File: src/rtl/dbg_client_pkg.sv
// Package: shared operation codes, FSM states and status word layout
// for the bus-mastering debug client.
package dbg_client_pkg;

    localparam int PRIO_W = 2;

    // Host operation codes carried on host_op.
    typedef enum logic [2:0] {
        OP_BUS_RD  = 3'd0,
        OP_BUS_WR  = 3'd1,
        OP_STAT_RD = 3'd2,
        OP_MBOX_RD = 3'd3,
        OP_PRIO_WR = 3'd4
    } host_op_e;

    // Bus master sequencing states.
    typedef enum logic [1:0] {
        ST_IDLE = 2'd0,
        ST_REQ  = 2'd1,
        ST_WAIT = 2'd2
    } bus_st_e;

    // Bit positions in the status word.
    localparam int STAT_BUSY    = 0;
    localparam int STAT_ERR     = 1;
    localparam int STAT_FULL    = 2;
    localparam int STAT_PRIO_LO = 3;

endpackage

File: src/rtl/dbg_bus_fsm.sv
// Module: dbg_bus_fsm
// Carries out one bus transfer for each accepted start pulse.
// The request stays up with fixed address and data until a grant is seen.
// After the grant the block waits for an ack or an error.
// Assumes: start is only pulsed while busy is low, and the bus raises
// ack or err exactly once per grant.
module dbg_bus_fsm
    import dbg_client_pkg::*;
#(
    parameter int AW = 16,
    parameter int DW = 32
) (
    input  logic          clk,
    input  logic          rst_n,
    input  logic          start,
    input  logic          start_we,
    input  logic [AW-1:0] start_addr,
    input  logic [DW-1:0] start_wdata,
    output logic          busy,
    output logic          bus_req,
    output logic          bus_we,
    output logic [AW-1:0] bus_addr,
    output logic [DW-1:0] bus_wdata,
    input  logic          bus_gnt,
    input  logic          bus_ack,
    input  logic          bus_err,
    input  logic [DW-1:0] bus_rdata,
    output logic          done,
    output logic          done_err,
    output logic [DW-1:0] done_data
);

    bus_st_e state;

    // Advance the transfer sequence and latch its operands.
    always_ff @(posedge clk) begin
        if (!rst_n) begin
            state     <= ST_IDLE;
            bus_we    <= 1'b0;
            bus_addr  <= '0;
            bus_wdata <= '0;
        end else begin
            case (state)
                ST_IDLE: if (start) begin
                    state     <= ST_REQ;
                    bus_we    <= start_we;
                    bus_addr  <= start_addr;
                    bus_wdata <= start_wdata;
                end
                ST_REQ:  if (bus_gnt) state <= ST_WAIT;
                ST_WAIT: if (bus_ack || bus_err) state <= ST_IDLE;
                default: state <= ST_IDLE;
            endcase
        end
    end

    // Produce the one-cycle completion pulse and its result.
    always_ff @(posedge clk) begin
        if (!rst_n) begin
            done      <= 1'b0;
            done_err  <= 1'b0;
            done_data <= '0;
        end else begin
            done     <= (state == ST_WAIT) && (bus_ack || bus_err);
            done_err <= (state == ST_WAIT) && bus_err;
            if (state == ST_WAIT && (bus_ack || bus_err))
                done_data <= (bus_err || bus_we) ? '0 : bus_rdata;
        end
    end

    // Decode the request and busy indications from the state.
    always_comb begin
        bus_req = (state == ST_REQ);
        busy    = (state != ST_IDLE);
    end


    stable_req_chk: assert property (@(posedge clk) disable iff (!rst_n)
        (bus_req && !bus_gnt) |=> (bus_req && $stable(bus_addr) &&
                                   $stable(bus_we) && $stable(bus_wdata)));


    gnt_drop_chk: assert property (@(posedge clk) disable iff (!rst_n)
        (bus_req && bus_gnt) |=> !bus_req);


    err_zero_chk: assert property (@(posedge clk) disable iff (!rst_n)
        (busy && !bus_req && bus_err) |=> (done && done_err && done_data == '0));

endmodule

File: src/rtl/dbg_mailbox.sv
// Module: dbg_mailbox
// A one-word mailbox that monitor software fills and the host polls.
// A CPU write sets the full flag and a host read clears it. If both
// happen in the same cycle the write wins.
// Assumes: the host reads mbox_data in the same cycle as host_rd.
module dbg_mailbox #(
    parameter int DW = 32
) (
    input  logic          clk,
    input  logic          rst_n,
    input  logic          cpu_we,
    input  logic [DW-1:0] cpu_wdata,
    input  logic          host_rd,
    output logic [DW-1:0] mbox_data,
    output logic          mbox_full
);

    // Store the CPU word and track whether the host has taken it.
    always_ff @(posedge clk) begin
        if (!rst_n) begin
            mbox_data <= '0;
            mbox_full <= 1'b0;
        end else begin
            if (cpu_we) mbox_data <= cpu_wdata;
            if (cpu_we)       mbox_full <= 1'b1;
            else if (host_rd) mbox_full <= 1'b0;
        end
    end


    mbox_set_chk: assert property (@(posedge clk) disable iff (!rst_n)
        cpu_we |=> (mbox_full && mbox_data == $past(cpu_wdata)));

endmodule

File: src/rtl/dbg_ctrl_regs.sv
// Module: dbg_ctrl_regs
// Holds the sticky error flag and the bus request priority.
// Setting the error takes precedence over clearing it. The priority
// resets to 0, which is the lowest level.
// Assumes: the caller decodes set, clear and priority-write strobes.
module dbg_ctrl_regs
    import dbg_client_pkg::*;
(
    input  logic              clk,
    input  logic              rst_n,
    input  logic              set_err,
    input  logic              clr_err,
    input  logic              prio_we,
    input  logic [PRIO_W-1:0] prio_wdata,
    output logic              err_flag,
    output logic [PRIO_W-1:0] prio
);

    // Update the sticky error flag, with set taking priority.
    always_ff @(posedge clk) begin
        if (!rst_n)       err_flag <= 1'b0;
        else if (set_err) err_flag <= 1'b1;
        else if (clr_err) err_flag <= 1'b0;
    end

    // Load a new request priority on the host's command.
    always_ff @(posedge clk) begin
        if (!rst_n)       prio <= '0;
        else if (prio_we) prio <= prio_wdata;
    end


    prio_load_chk: assert property (@(posedge clk) disable iff (!rst_n)
        prio_we |=> (prio == $past(prio_wdata)));

endmodule

File: src/rtl/dbg_bus_client.sv
// Module: dbg_bus_client (top)
// Decodes host requests into bus transfers, status reads, mailbox reads
// and priority writes. Bus operations that arrive while busy are
// rejected, and the rejection is recorded in the error flag.
// Assumes: DW >= 5 so that the status word fits; host_req is a
// one-cycle strobe.
module dbg_bus_client
    import dbg_client_pkg::*;
#(
    parameter int AW = 16,
    parameter int DW = 32
) (
    input  logic              clk,
    input  logic              rst_n,
    input  logic              host_req,
    input  logic [2:0]        host_op,
    input  logic [AW-1:0]     host_addr,
    input  logic [DW-1:0]     host_wdata,
    output logic              rsp_loc_valid,
    output logic [DW-1:0]     rsp_loc_data,
    output logic              rsp_bus_valid,
    output logic [DW-1:0]     rsp_bus_data,
    output logic              rsp_bus_err,
    input  logic              cpu_mbox_we,
    input  logic [DW-1:0]     cpu_mbox_wdata,
    output logic              bus_req,
    output logic [PRIO_W-1:0] bus_prio,
    input  logic              bus_gnt,
    output logic [AW-1:0]     bus_addr,
    output logic              bus_we,
    output logic [DW-1:0]     bus_wdata,
    input  logic [DW-1:0]     bus_rdata,
    input  logic              bus_ack,
    input  logic              bus_err
);

    localparam int STAT_W = STAT_PRIO_LO + PRIO_W;

    logic          is_bus_op, is_stat, is_mbox, is_prio;
    logic          start, reject, busy, done_err;
    logic          err_flag, mbox_full;
    logic [DW-1:0] mbox_data, status_word;

    // Decode the host operation code.
    always_comb begin
        is_bus_op = host_req && (host_op == OP_BUS_RD || host_op == OP_BUS_WR);
        is_stat   = host_req && (host_op == OP_STAT_RD);
        is_mbox   = host_req && (host_op == OP_MBOX_RD);
        is_prio   = host_req && (host_op == OP_PRIO_WR);
        start     = is_bus_op && !busy;
        reject    = is_bus_op && busy;
    end

    // Assemble the status word from the live flags.
    always_comb begin
        status_word = '0;
        status_word[STAT_BUSY] = busy;
        status_word[STAT_ERR]  = err_flag;
        status_word[STAT_FULL] = mbox_full;
        status_word[STAT_W-1:STAT_PRIO_LO] = bus_prio;
    end

    dbg_bus_fsm #(.AW(AW), .DW(DW)) i_fsm (
        .clk         (clk),
        .rst_n       (rst_n),
        .start       (start),
        .start_we    (host_op == OP_BUS_WR),
        .start_addr  (host_addr),
        .start_wdata (host_wdata),
        .busy        (busy),
        .bus_req     (bus_req),
        .bus_we      (bus_we),
        .bus_addr    (bus_addr),
        .bus_wdata   (bus_wdata),
        .bus_gnt     (bus_gnt),
        .bus_ack     (bus_ack),
        .bus_err     (bus_err),
        .bus_rdata   (bus_rdata),
        .done        (rsp_bus_valid),
        .done_err    (done_err),
        .done_data   (rsp_bus_data)
    );

    assign rsp_bus_err = done_err;

    dbg_mailbox #(.DW(DW)) i_mbox (
        .clk       (clk),
        .rst_n     (rst_n),
        .cpu_we    (cpu_mbox_we),
        .cpu_wdata (cpu_mbox_wdata),
        .host_rd   (is_mbox),
        .mbox_data (mbox_data),
        .mbox_full (mbox_full)
    );

    dbg_ctrl_regs i_regs (
        .clk        (clk),
        .rst_n      (rst_n),
        .set_err    (reject || done_err),
        .clr_err    (is_stat),
        .prio_we    (is_prio),
        .prio_wdata (host_wdata[PRIO_W-1:0]),
        .err_flag   (err_flag),
        .prio       (bus_prio)
    );

    // Register the reply to a status read or a mailbox read.
    always_ff @(posedge clk) begin
        if (!rst_n) begin
            rsp_loc_valid <= 1'b0;
            rsp_loc_data  <= '0;
        end else begin
            rsp_loc_valid <= is_stat || is_mbox;
            if (is_stat)      rsp_loc_data <= status_word;
            else if (is_mbox) rsp_loc_data <= mbox_data;
        end
    end


    reject_err_chk: assert property (@(posedge clk) disable iff (!rst_n)
        (is_bus_op && busy) |=> (err_flag && busy));


    done_after_ack_chk: assert property (@(posedge clk) disable iff (!rst_n)
        rsp_bus_valid |-> $past(bus_ack || bus_err));

endmodule

File: config.mk
export PLATFORM = sky130hd
export DESIGN_NAME = dbg_bus_client
export DESIGN_NICKNAME = d
export VERILOG_FILES = /design/src/rtl/dbg_client_pkg.sv /design/src/rtl/dbg_bus_fsm.sv /design/src/rtl/dbg_mailbox.sv /design/src/rtl/dbg_ctrl_regs.sv /design/src/rtl/dbg_bus_client.sv
export SDC_FILE = /design/constraint.sdc
export NUM_CORES = 1
export LEC_CHECK = 0
export ABC_AREA = 1
export BUFFER_PORTS_ARGS = -buffer_cell sky130_fd_sc_hd__buf_2
export CAP_MARGIN = 10
export CORE_MARGIN = 4
export CORE_UTILIZATION = 44
export CTS_CLUSTER_DIAMETER = 100
export DETAILED_ROUTE_END_ITERATION = 8
export PLACE_DENSITY = 0.76
export SYNTH_ARGS = -nofsm -noshare
export SYNTH_HDL_FRONTEND = slang
export SYNTH_HIERARCHICAL = 1
export SYNTH_SLANG_ARGS = --single-unit
File: constraint.sdc
create_clock -name clk -period 1.35 [get_ports clk]
set_clock_uncertainty 0.05 [all_clocks]
set_input_delay 0.0675 -clock clk [delete_from_list [all_inputs] [get_ports clk]]
set_output_delay 0.0675 -clock clk [all_outputs]
set_load 0.02 [all_outputs]
==> reports/qor.yml <==
synth_cell_types: 29
die_y_um: 128
cts_made_buffers: 17
hpwl_mm: 11.8
final_cell_count_no_fill: 1437
htree_levels: 4
path_max_fanout: 13
grt-busiest-layer: "met2"
crit_arrival_ns: 1.64
drcViolationCount: 0
use_met3: 0.0767
met2_usage: 0.396
fin_util: 0.688
mostFrequentLayoutCells: "nor2_1, buf_2, dfxtp_1, dlygate4sd3_1, nand3_1"
overflow: 0
final_common_cell: "nor2_1"
stdcell_area_um2: 9620
relSlewSlack: 0.586
root_buffer: "clkbuf_16"
finalCritPeriodShare: 0.991
cap_violations: 0
cts.clk_slew.worst_paths_ns: 0.07
track_usage: 0.243
first_pass_iters: 7
grt_pass1_wl_mm: 32.5
final_antenna_net_count: 0
drtIter0Drc: 527
vdd_drop_max_v: 0.000845
place_area_um2: 7670
setup_ws_ns: 0.0120
hold_slack_ns: 0.0439
start_kind: "primary input"
path_cells: "dlygate4sd3_1, buf_4, inv_1, nor2_2, o21ai_1, nor2_1"
vias: 7051
post-place-ws_ns: 0.0160
synth_top_area_frac: 0.486
synthesis.area_um2: 6340
path_class: "primary input to flop"
r2r_start: "i_fsm/state[0]$_SDFFE_PN0P_"
synth_top_area_cell: "dfxtp_1"
setup_viol: 0
pwr_density_cell_nw_per_um2: 1170
cts_buffer_depth: 2
reg2reg_to: "i_fsm/bus_wdata[17]$_SDFFE_PN0P_"
worstMarginPinSlew_ns: 0.620
grt_pass1_vias: 6795
reg2regPathDepth: 8
worstSetupEndpointType: "flop"
cp_slowest_cell: "dlygate4sd3_1"
worstPathRequired_ns: 1.65
ys_warn_count: 6
finalWirelength_mm: 21.0
max_freq_mhz: 747
drv_slew: 0
drive_gt1_frac: 0.259
gp_congestion: 0.791
insertion_delay_ns: 0.42
met1_usage: 0.287
routed_via_density: 4.91
die_area_um2: 16400
antenna_found_initial: 3
core-area_um2: 14000
avgSynthCellArea_um2: 7.16
setup_tns_ns: 0
rows: 43
synth_area_leaders: "dfxtp_1, nor2_1, nand3_1, nand2_1, inv_1"
reg2reg_slack_ns: 0.04
synth_cells: 886
routedWlPerCell_um: 14.6
start_util: 0.454
synth_seq_area_share: 0.486
period_minus_slack_ns: 1.34
holdCritPathClass: "primary input to flop"
nNetsFinal: 1363
cts_tree: "done"
rsz0062_at_grt: "true"
syn2layout_area_growth_pct: 51.6
hold_viol: 0
critPathCapture: "rsp_loc_data[18]$_SDFFE_PP0P_"
ys_ff_latch: 154
synth_nets: 1008
p_leak_nw: 5.13
cp-startpoint: "rst_n"
slowest_delay_ns: 0.54
clock_sinks: 154
grt_max_degree: 74
finalPower_mw: 11.2
die-width_um: 128
ioPinCount: 241
port-buffer-count: 240
status: "complete, no violations"
place_inst: 1274
## timing repair
action                     4_1_cts  5_1_grt
resized for setup                2       12
gates cloned                     0        4
pin swaps                        0        2
setup endpoints to repair        1       74
hold buffers                   123        0
setup buffers                    0        1
hold endpoints to repair       120        0
## kinds of logic after synthesis
family,share of synthesized area
DFF,0.486
buffers and inverters,0.128
AOI/OAI and AO/OA,0.0615
and+or+nand+nor,0.324
## state kept, by name, indices dropped and copies added (netlist names)
signal and cells:
i_fsm/done_data 32, i_fsm/done 1, i_fsm/bus_wdata 32, i_fsm/bus_we 1
i_regs/err_flag 1, i_mbox/mbox_data 32, i_fsm/state 2, i_fsm/bus_addr 16
rsp_loc_data 32, rsp_loc_valid 1, i_mbox/mbox_full 1, i_fsm/done_err 1
i_regs/prio 2
## critical path: cells and delay by family
family	cells	cell delay [ns]
buf+inv	3	0.78
simple gates	2	0.65
compound gates	1	0.15
## synth_stat cells, drive strengths merged
master and instances:
a21oi 9, nor3 2, dfxtp 154, o21bai 1, inv 108, clkinv 1
nand2 107, nand3 114, nor2 265, or2 4, clkbuf 12, buf 42
nor4 1, o21ai 66
## metal layers
layer / routed length, um / share of wire / vias to the layer above
met5: 0 / 0 / -
met4: 924 / 0.044 / 0
met3: 1660 / 0.079 / 84
met2: 10100 / 0.48 / 337
met1: 8320 / 0.40 / 3183
li1: - / - / 3447
## worst min path at each step
stage | end | slack (ns) | startpoint | depth (start not counted)
floorplan | i_regs/err_flag$_SDFFE_PN0P_ | 0.13 | rst_n | 2
global placement | i_mbox/mbox_data[6]$_SDFFE_PN0P_ | 0.24 | cpu_mbox_wdata[6] | 3
detailed placement | i_mbox/mbox_data[0]$_SDFFE_PN0P_ | 0.25 | cpu_mbox_wdata[0] | 3
CTS | rsp_loc_data[0]$_SDFFE_PN0P_ | 0.03 | host_op[0] | 5
global route | i_regs/err_flag$_SDFFE_PN0P_ | 0.13 | host_op[2] | 6
finish | rsp_loc_data[0]$_SDFFE_PN0P_ | 0.04 | host_op[0] | 5
## layout make-up
class	instances	area, um2
fillers	1072	4370
flip-flops and latches	154	3080
repair buffers	389	2800
multi-input cells	570	2480
clock buffers	17	425
inverters	109	419
well taps	180	225
clock inverters	15	176
diodes	3	7.51
## report_power, final
part	total [mW]	switching, mW	internal (mW)
Combinational	1.55	0.839	0.714
Sequential	4.83	0.0966	4.73
Clock	4.85	2.05	2.80
(Power assumes the default switching activity.)
